### config.mk
export PLATFORM = sky130hd
export DESIGN_NAME = sec_parser
export DESIGN_NICKNAME = d
export VERILOG_FILES = /design/src/rtl/secp_pkg.sv /design/src/rtl/secp_ctrl.sv /design/src/rtl/secp_dp.sv /design/src/rtl/sec_parser.sv
export SDC_FILE = /design/constraint.sdc
export NUM_CORES = 1
export LEC_CHECK = 0
export ABC_AREA = 1
export BUFFER_PORTS_ARGS = -buffer_cell sky130_fd_sc_hd__buf_4
export CORE_MARGIN = 2
export CORE_UTILIZATION = 35
export CTS_CLUSTER_SIZE = 12
export DETAILED_ROUTE_END_ITERATION = 16
export SLEW_MARGIN = 20
export SYNTH_ARGS = -nofsm -noshare
export SYNTH_HDL_FRONTEND = slang
export SYNTH_HIERARCHICAL = 1
export SYNTH_SLANG_ARGS = --single-unit
### constraint.sdc
create_clock -name clk -period 4.3 [get_ports clk]
set_input_delay 0 -clock clk [delete_from_list [all_inputs] [get_ports clk]]
set_output_delay 0 -clock clk [all_outputs]
set_load 0.005 [all_outputs]
### src/rtl/secp_pkg.sv
package secp_pkg;
  localparam int PRE_LEN = 13;
  localparam int IDX_W = $clog2(PRE_LEN);
  localparam logic [7:0] TAG_LO = 8'h61;
  localparam logic [7:0] TAG_HI = 8'h65;
  localparam logic [7:0] TAG_LONG = 8'h65;
  localparam int SHORT_MAX = 255;

  // signature byte at a given position
  function automatic logic [7:0] preByte(input logic [IDX_W-1:0] i);
    logic [7:0] b;
    case (i)
      4'd0, 4'd10, 4'd11: b = 8'h00;
      4'd1: b = 8'h09;
      4'd2, 4'd4, 4'd6, 4'd8: b = 8'h0F;
      4'd3, 4'd5, 4'd7, 4'd9: b = 8'hF0;
      4'd12: b = 8'h01;
      default: b = 8'hXX;
    endcase
    return b;
  endfunction

  typedef enum logic [2:0] {
    ST_IDLE, ST_PRE, ST_TAG, ST_LEN, ST_SKIP, ST_FIN
  } state_t;

  typedef struct packed {
    logic clrAll;
    logic accept;
    logic incIdx;
    logic latchTag;
    logic shiftLen;
    logic loadSkip;
    logic decSkip;
    logic setFound;
    logic setDone;
    logic setHdrBad;
    logic setFmtBad;
  } strb_t;

  typedef struct packed {
    logic preOk;
    logic preFinal;
    logic tagValid;
    logic lenFinal;
    logic lenTooBig;
    logic tagMatch;
    logic lenZero;
    logic skipFinal;
  } stat_t;
endpackage

### src/rtl/secp_ctrl.sv
module secp_ctrl
  import secp_pkg::*;
(
  input  logic  clk,
  input  logic  rstN,
  input  logic  start,
  input  logic  inValid,
  input  logic  inLast,
  input  stat_t st,
  output strb_t strb,
  output logic  inReady
);
  state_t state, nxt;
  logic acc;

  assign inReady = (state == ST_PRE) || (state == ST_TAG) ||
                   (state == ST_LEN) || (state == ST_SKIP);
  assign acc = inValid && inReady;

  always_comb begin
    strb = '0;
    nxt = state;
    if (start) begin
      strb.clrAll = 1'b1;
      nxt = ST_PRE;
    end else if (acc) begin
      strb.accept = 1'b1;
      case (state)
        ST_PRE: begin
          if (!st.preOk || (inLast && !st.preFinal)) begin
            strb.setHdrBad = 1'b1;
            strb.setDone = 1'b1;
            nxt = ST_FIN;
          end else if (st.preFinal) begin
            if (inLast) begin
              strb.setDone = 1'b1;
              nxt = ST_FIN;
            end else begin
              nxt = ST_TAG;
            end
          end else begin
            strb.incIdx = 1'b1;
          end
        end
        ST_TAG: begin
          if (!st.tagValid) begin
            strb.setFmtBad = 1'b1;
            strb.setDone = 1'b1;
            nxt = ST_FIN;
          end else if (inLast) begin
            strb.setDone = 1'b1;
            nxt = ST_FIN;
          end else begin
            strb.latchTag = 1'b1;
            nxt = ST_LEN;
          end
        end
        ST_LEN: begin
          strb.shiftLen = 1'b1;
          strb.incIdx = 1'b1;
          if (st.lenFinal) begin
            if (st.lenTooBig) begin
              strb.setFmtBad = 1'b1;
              strb.setDone = 1'b1;
              nxt = ST_FIN;
            end else if (st.tagMatch) begin
              strb.setFound = 1'b1;
              strb.setDone = 1'b1;
              nxt = ST_FIN;
            end else if (inLast) begin
              strb.setDone = 1'b1;
              nxt = ST_FIN;
            end else if (st.lenZero) begin
              nxt = ST_TAG;
            end else begin
              strb.loadSkip = 1'b1;
              nxt = ST_SKIP;
            end
          end else if (inLast) begin
            strb.setDone = 1'b1;
            nxt = ST_FIN;
          end
        end
        ST_SKIP: begin
          strb.decSkip = 1'b1;
          if (inLast) begin
            strb.setDone = 1'b1;
            nxt = ST_FIN;
          end else if (st.skipFinal) begin
            nxt = ST_TAG;
          end
        end
        default: ;
      endcase
    end
  end

  always_ff @(posedge clk or negedge rstN) begin
    if (!rstN) state <= ST_IDLE;
    else       state <= nxt;
  end
endmodule

### src/rtl/secp_dp.sv
module secp_dp
  import secp_pkg::*;
#(
  parameter int OFF_W = 32,
  parameter int LEN_W = 32
) (
  input  logic             clk,
  input  logic             rstN,
  input  strb_t            strb,
  input  logic [7:0]       inByte,
  input  logic [7:0]       reqTag,
  output stat_t            st,
  output logic [OFF_W-1:0] startOffset,
  output logic [LEN_W-1:0] sectionLen,
  output logic             found,
  output logic             done,
  output logic             headerBad,
  output logic             formatBad
);
  localparam logic [IDX_W-1:0] PRE_LAST = IDX_W'(PRE_LEN - 1);
  localparam logic [IDX_W-1:0] LONG_LAST = IDX_W'(3);
  localparam logic [IDX_W-1:0] SHORT_LAST = IDX_W'(1);

  logic [OFF_W-1:0] offset;
  logic [IDX_W-1:0] idx;
  logic [7:0]       curTag, wantTag;
  logic [LEN_W-1:0] lenAcc, lenNext, skipCnt;
  logic             isLong;

  assign isLong  = (curTag == TAG_LONG);
  assign lenNext = {lenAcc[LEN_W-9:0], inByte};

  always_comb begin
    st.preOk     = (inByte == preByte(idx));
    st.preFinal  = (idx == PRE_LAST);
    st.tagValid  = (inByte >= TAG_LO) && (inByte <= TAG_HI);
    st.lenFinal  = (idx == (isLong ? LONG_LAST : SHORT_LAST));
    st.lenTooBig = !isLong && (lenNext > LEN_W'(SHORT_MAX));
    st.tagMatch  = (curTag == wantTag);
    st.lenZero   = (lenNext == '0);
    st.skipFinal = (skipCnt == LEN_W'(1));
  end

  always_ff @(posedge clk or negedge rstN) begin
    if (!rstN) begin
      offset <= '0;
      idx <= '0;
      curTag <= '0;
      wantTag <= '0;
      lenAcc <= '0;
      skipCnt <= '0;
    end else if (strb.clrAll) begin
      offset <= '0;
      idx <= '0;
      curTag <= '0;
      wantTag <= reqTag;
      lenAcc <= '0;
      skipCnt <= '0;
    end else begin
      if (strb.accept) offset <= offset + OFF_W'(1);
      if (strb.latchTag) begin
        curTag <= inByte;
        lenAcc <= '0;
        idx <= '0;
      end else if (strb.incIdx) begin
        idx <= idx + IDX_W'(1);
      end
      if (strb.shiftLen) lenAcc <= lenNext;
      if (strb.loadSkip) skipCnt <= lenNext;
      else if (strb.decSkip) skipCnt <= skipCnt - LEN_W'(1);
    end
  end

  always_ff @(posedge clk or negedge rstN) begin
    if (!rstN) begin
      found <= 1'b0;
      done <= 1'b0;
      headerBad <= 1'b0;
      formatBad <= 1'b0;
      startOffset <= '0;
      sectionLen <= '0;
    end else if (strb.clrAll) begin
      found <= 1'b0;
      done <= 1'b0;
      headerBad <= 1'b0;
      formatBad <= 1'b0;
      startOffset <= '0;
      sectionLen <= '0;
    end else begin
      if (strb.setDone) done <= 1'b1;
      if (strb.setHdrBad) headerBad <= 1'b1;
      if (strb.setFmtBad) formatBad <= 1'b1;
      if (strb.setFound) begin
        found <= 1'b1;
        startOffset <= offset + OFF_W'(1);
        sectionLen <= lenNext;
      end
    end
  end
endmodule

### src/rtl/sec_parser.sv
module sec_parser
  import secp_pkg::*;
#(
  parameter int OFF_W = 32,
  parameter int LEN_W = 32
) (
  input  logic             clk,
  input  logic             rstN,
  input  logic             start,
  input  logic [7:0]       reqTag,
  input  logic             inValid,
  input  logic [7:0]       inByte,
  input  logic             inLast,
  output logic             inReady,
  output logic             done,
  output logic             found,
  output logic             headerBad,
  output logic             formatBad,
  output logic [OFF_W-1:0] startOffset,
  output logic [LEN_W-1:0] sectionLen
);
  strb_t strb;
  stat_t st;

  secp_ctrl i_ctrl (
    .clk(clk), .rstN(rstN), .start(start), .inValid(inValid),
    .inLast(inLast), .st(st), .strb(strb), .inReady(inReady)
  );

  secp_dp #(.OFF_W(OFF_W), .LEN_W(LEN_W)) i_dp (
    .clk(clk), .rstN(rstN), .strb(strb), .inByte(inByte), .reqTag(reqTag),
    .st(st), .startOffset(startOffset), .sectionLen(sectionLen),
    .found(found), .done(done), .headerBad(headerBad), .formatBad(formatBad)
  );
endmodule

==> impl_metrics.env, run 1 <==
export IMPL_status="completed"
export IMPL_synthXorXnorAreaFrac=0.0199
export IMPL_fp_dieH_um=170
export IMPL_cp_cell_sequence="nor2_1 -> nand3_1 -> nor2_1 -> xor2_1 -> nor4_1 -> nand3_1 -> nor3_4 -> buf_4 -> nor2_4 -> inv_2 -> nor2_4 -> nor2_4 -> inv_2 -> a21oi_1 -> o21ai_1 -> o21ai_0"
export IMPL_cts_tree="done"
export IMPL_htree_levels=4
export IMPL_hold_viol_final=0
export IMPL_drc=0
export IMPL_first_global_vias=8345
export IMPL_rows=60
export IMPL_synth_seq_area_share=0.463
export IMPL_cpMaxStageDelayCell="nor4_1"
export IMPL_drive_gt1_frac=0.137
export IMPL_crit_path_end_kind="register"
export IMPL_synth_top_area_share=0.463
export IMPL_synth_area_per_cell_um2=7.52
export IMPL_clock_sinks=179
export IMPL_synthesis_area_um2=9680
export IMPL_power_leakage_nw=5.35
export IMPL_ant_nets=0
export IMPL_io_pins=90
export IMPL_power_frac_seq=0.363
export IMPL_synthToLayoutAreaGrowth_pct=18.2
export IMPL_drtIter0Drc=737
export IMPL_synth_area_top_cells="dfrtp_1 (46%), nand2_1 (14%), nor2_1 (5.5%), o21ai_0 (5.3%), inv_1 (4.4%)"
export IMPL_ctsLongestPathBuffers=2
export IMPL_antenna_found_initial=0
export IMPL_totalWireLength_mm=27.5
export IMPL_synthSimpleGateAreaFrac=0.303
export IMPL_gp_congestion=0.906
export IMPL_worst_path_dominant_cell_family="simple AND/OR/NAND/NOR gates"
export IMPL_placed_cell_area_um2=10700
export IMPL_period_needed_ns=3.50
export IMPL_die_w_um=170
export IMPL_switching_power_mw=2.18
export IMPL_synthAdderAreaFrac=0.00905
export IMPL_cts_root_buf="clkbuf_16"
export IMPL_synth_cell_types=43
export IMPL_combPwrFrac=0.341
export IMPL_initial_core_util=0.358
export IMPL_start_kind="register"
export IMPL_synth_edf_count=0
export IMPL_netlist_instances=1287
export IMPL_cts_buffers=17
export IMPL_die_area_um2=29000
export IMPL_synth_area_leader_cell="dfrtp_1"
export IMPL_critPathArrivalTime_ns=3.86
export IMPL_p_int_mw=3.34
export IMPL_finClkSkew_ns=0.0114
export IMPL_power_share_clock=0.296
export IMPL_syn_nets=1315
export IMPL_grt_util_all_layers=0.194
export IMPL_setup_tns_ns=0
export IMPL_ys_ff_latch=179
export IMPL_max_freq_mhz=286
export IMPL_wl_per_cell_um=15.9
export IMPL_crit_fanout=21
export IMPL_grt_first_pass_wirelength_mm=44.4
export IMPL_viasPerCell=5.14
export IMPL_relSlewSlack=0.292
export IMPL_max_cap_violations=0
export IMPL_post_cts_buffers=0
export IMPL_slew_viol_final=0
export IMPL_critPathMaxStageDelay_ns=0.51
export IMPL_finalNetCount=1405
export IMPL_vias=8892
export IMPL_muxShareOfSynthArea=0
export IMPL_insertion_delay_ns=0.44
export IMPL_layout_common_cells="nand2_1 (357), dfrtp_1 (179), nor2_1 (141), inv_1 (114), o21ai_0 (102)"
export IMPL_layout_commonest_cell="nand2_1"
export IMPL_grt_max_degree=104
export IMPL_hp_class="in2reg"
export IMPL_ys_async_sr_fraction=1.00
export IMPL_synth_compound_area_frac=0.133
export IMPL_worstSetupPathType="reg2reg"
export IMPL_tightestPinTransition_ns=1.06
export IMPL_ir_worst_vdd_mv=0.294
export IMPL_synth_top_family_by_area="simple AND/OR/NAND/NOR gates"
export IMPL_fin_crit_sh=0.814
export IMPL_ys_warnings_count=6
export IMPL_worst_path_most_repeated_cell="nor2_4"
export IMPL_first_pass_iters=5
export IMPL_cts_clk_slew_worst_paths_ns=0.08
export IMPL_grt_overflow=0
export IMPL_synthFlopType="dfrtp_1"
export IMPL_stdcell_area_um2=11400
export IMPL_p_per_area_nw_per_um2=482
export IMPL_port_buffers=89
export IMPL_antenna_cells=0
export IMPL_switching_share=0.395
export IMPL_rsz0062_at_grt="false"
export IMPL_cp_data_required_time_ns=4.66
export IMPL_hpwl_mm=20.1
export IMPL_setup_viol=0
export IMPL_core_area_um2=27000
export IMPL_crit_buf_inv=3
-- Yosys cell counts (3+ instances only) --
master    number
o31ai_1       14
nand4_1       27
o211ai_1       5
nand2_1      357
a21oi_1       34
o21ai_0      102
nand2_2       14
nand3_1       78
o32ai_1        7
xor2_1        13
o21ai_1       38
nor3_1        13
buf_4          4
o22ai_1       20
xnor2_1        9
nor2_2        13
ha_1           7
dfrtp_1      179
inv_2         13
nor4_1         7
nor2_4        10
a31oi_1        3
nand3_2        3
inv_1        114
buf_2         20
nor2_1       141
clkbuf_1      20
-- power by group through the flow --
stage / logic, mW / clock network (mW) / registers [mW]
after CTS: 1.87 / 1.67 / 2.00
after global placement: 1.82 / 0 / 2.03
final: 1.88 / 1.63 / 2.00
after global routing: 2.15 / 1.75 / 2.03
after floorplan: 1.43 / 0 / 1.98
after detailed placement: 1.85 / 0 / 2.02
-- flip-flops by register name (all words and copies together), names as in the netlist --
register	flops
i_dp/offset	32
i_dp/idx	4
i_dp/curTag	8
i_dp/skipCnt	32
i_dp/lenAcc	24
i_ctrl/state	3
i_dp/done	1
i_dp/formatBad	1
i_dp/sectionLen	32
i_dp/found	1
i_dp/wantTag	8
i_dp/headerBad	1
i_dp/startOffset	32
-- kinds of logic after synthesis --
kind of cell             count (synthesis)
AO/OA/AOI/OAI                          231
XOR/XNOR                                22
adder cells (fa/ha/maj)                  7
buffers and inverters                  175
flip-flops                             179
AND/OR/NAND/NOR                        673
-- metal layers --
layer	up-vias	GRT usage	routed length, um
li1	4395	-	-
met1	4249	0.259	12500
met2	210	0.322	13200
met3	38	0.0284	1140
met4	0	0.0639	585
met5	-	0	0
-- final cells by class --
type | count | area [um2]
repair buffers | 117 | 927
well taps | 341 | 427
flip-flops and latches | 179 | 4480
inverters | 129 | 484
clock inverters | 15 | 180
fillers | 2766 | 15600
clock buffers | 17 | 425
multi-input cells | 933 | 4520
-- stage by stage --
stage	setup slack [ns]	hold slack [ns]	cells	utilization	power, mW
2_1_floorplan	1.76	-0.296	1287	-	3.41
3_3_place_gp	0.963	0.200	1681	0.394	3.85
3_5_place_dp	0.874	0.197	1681	0.394	3.88
4_1_cts	0.837	0.0494	1731	0.423	5.54
5_1_grt	0.497	0.0771	1731	0.423	5.92
6_report	0.802	0.0593	1731	0.423	5.52
-- final timing paths --
check | start | endpoint | slack (ns) | cells past startpoint
hold / removal | start | i_dp/offset[30] | 0.06 | 5
setup reg to reg | i_dp/curTag[4] | i_dp/skipCnt[15] | 0.80 | 16
min in group asynchronous | rstN | i_dp/startOffset[31] | 0.26 | 2
hold reg to reg | i_dp/startOffset[0] | i_dp/startOffset[0] | 0.47 | 2
max in group asynchronous | rstN | i_dp/offset[17] | 2.92 | 3
setup / recovery | i_dp/curTag[4] | i_dp/skipCnt[15] | 0.80 | 16
-- what timing repair did --
item / 4_1_cts / 5_1_grt
endpoints found under the hold margin: 138 / 0
hold buffers: 18 / 0
resized for setup: 0 / 0
endpoints found under the setup margin: 0 / 0
-- worst min-delay path, cell delays in order --
cell and delay (ns):
buf_4 0.09, nor2_2 0.05, buf_4 0.17, nand4_1 0.09, nand2_1 0.05
No activity file was read; power rests on OpenSTA's default activity.
==> inputs of run 2 (changes only) <==
==> constraint.sdc (replaced) <==
create_clock -name clk -period 3.3 [get_ports clk]
set_input_delay 0 -clock clk [delete_from_list [all_inputs] [get_ports clk]]
set_output_delay 0 -clock clk [all_outputs]
set_load 0.005 [all_outputs]
==> impl_metrics.env, run 2 (synthesis gave the netlist of run 1 again) <==
export IMPL_layout_commonest_cell="nand2_1"
export IMPL_insertion_delay_ns=0.43
export IMPL_setup_viol=0
export IMPL_max_freq_mhz=334
export IMPL_layout_common_cells="nand2_1 (356), dfrtp_1 (179), nor2_1 (140), inv_1 (114), buf_4 (103)"
export IMPL_stdcell_area_um2=11500
export IMPL_power_leakage_nw=5.38
export IMPL_tightestPinTransition_ns=1.01
export IMPL_relSlewSlack=0.322
export IMPL_place_ws_ns=0.291
export IMPL_ir_worst_vdd_mv=0.341
export IMPL_rsz0062_at_grt="false"
export IMPL_drtIter0Drc=710
export IMPL_grt_max_degree=82
export IMPL_r2r_start="i_dp/idx[0]"
export IMPL_synthToLayoutAreaGrowth_pct=19.3
export IMPL_placed_cell_area_um2=10700
export IMPL_hpwl_mm=20.4
export IMPL_drive_gt1_frac=0.140
export IMPL_rrSetupSlack_ns=0.30
export IMPL_total_power_mw=7.06
export IMPL_io_pins=90
export IMPL_viasPerCell=5.11
export IMPL_crit_path_end_kind="register"
export IMPL_hold_viol_final=0
export IMPL_p_per_area_nw_per_um2=612
export IMPL_drc=0
export IMPL_cts_buffers=17
export IMPL_hp_start="inLast"
export IMPL_gp_congestion=0.937
export IMPL_max_cap_violations=0
export IMPL_initial_core_util=0.358
export IMPL_cp_data_required_time_ns=3.62
export IMPL_core_area_um2=27000
export IMPL_filler_cell_count=2804
export IMPL_slew_viol_final=0
export IMPL_period_needed_ns=3.00
export IMPL_ant_nets=0
export IMPL_htree_levels=4
export IMPL_critPathArrivalTime_ns=3.31
export IMPL_cts_root_buf="clkbuf_16"
export IMPL_setup_tns_ns=0
export IMPL_startpoint="i_dp/idx[0]"
export IMPL_crit_fanout=7
export IMPL_totalWireLength_mm=28.0
export IMPL_die_area_um2=29000
export IMPL_fin_crit_sh=0.908
export IMPL_ctsLongestPathBuffers=2
export IMPL_antenna_cells=0
export IMPL_clock_sinks=179
export IMPL_rows=60
export IMPL_port_buffers=89
export IMPL_wl_per_cell_um=16.0
export IMPL_start_kind="register"
export IMPL_fp_dieH_um=170
export IMPL_fin_ws_ns=0.302
export IMPL_first_global_vias=8617
export IMPL_antenna_found_initial=0
export IMPL_grt_overflow=0
export IMPL_status="completed"
export IMPL_crit_end="i_dp/idx[3]"
export IMPL_cts_clk_slew_worst_paths_ns=0.07
export IMPL_reg2regPathDepth=15
export IMPL_hp_class="in2reg"
export IMPL_worstSetupPathType="reg2reg"
export IMPL_utilization=0.427
export IMPL_die_w_um=170
export IMPL_rr_endpoint="i_dp/idx[3]"
export IMPL_grt_util_all_layers=0.197
export IMPL_vias=8927
export IMPL_first_pass_iters=5
export IMPL_grt_first_pass_wirelength_mm=45.1
export IMPL_finalNetCount=1420
export IMPL_finClkSkew_ns=0.0117
export IMPL_cts_tree="done"
run 2: timing repair:
action,CTS,global route
buffers inserted,0,0
endpoints found under the hold margin,119,0
hold buffers,27,0
setup endpoints to repair,0,10
resized for setup,0,2
run 2: worst min-delay path by stage:
stage                     endpoint  cells past startpoint
5_1_grt            i_ctrl/state[2]                      5
3_3_place_gp   i_dp/startOffset[9]                      1
6_report           i_ctrl/state[2]                      5
3_5_place_dp   i_dp/startOffset[9]                      1
4_1_cts            i_ctrl/state[2]                      5
2_1_floorplan      i_ctrl/state[0]                      0
run 2: area by class of cell:
class                           instances  area, um2  share of cell area
Inverter                              129        484              0.0419
Clock buffer                           20        447              0.0387
Sequential cell                       179       4480               0.388
Clock inverter                         12        114             0.00986
Tap cell                              341        427              0.0369
Multi-Input combinational cell        933       4520               0.392
Timing Repair Buffer                  132       1070              0.0931
run 2: per-stage QoR:
| step | hold slack (ns) | cells |
|---|---|---|
| 6_report | 0.0719 | 1746 |
| 2_1_floorplan | -0.296 | 1287 |
| 4_1_cts | 0.0515 | 1746 |
| 5_1_grt | 0.109 | 1746 |
| 3_5_place_dp | 0.110 | 1687 |
| 3_3_place_gp | 0.121 | 1687 |
run 2: critical path, stage by stage, from the launching register on:
cell and delay, ns:
dfrtp_1 0.44, inv_1 0.18, ha_1 0.21, inv_1 0.06, o21ai_0 0.21, nand2_1 0.15, xor2_1 0.16, or2_0 0.23
nor2_2 0.22, nand2_1 0.13, nor2_1 0.10, nand2_1 0.07, a21oi_1 0.20, inv_1 0.15, nor4_1 0.31, nor3_1 0.07
run 2: power breakdown:
group,internal [mW],switching (mW)
Clock,1.02,0.974
Combinational,0.823,1.64
Sequential,2.38,0.228
run 2: metal layers:
layer	vias up	track usage	wire length, um
met3	32	0.0281	1030
li1	4421	-	-
met4	0	0.0565	459
met1	4279	0.261	12800
met2	195	0.337	13700
met5	-	0	0
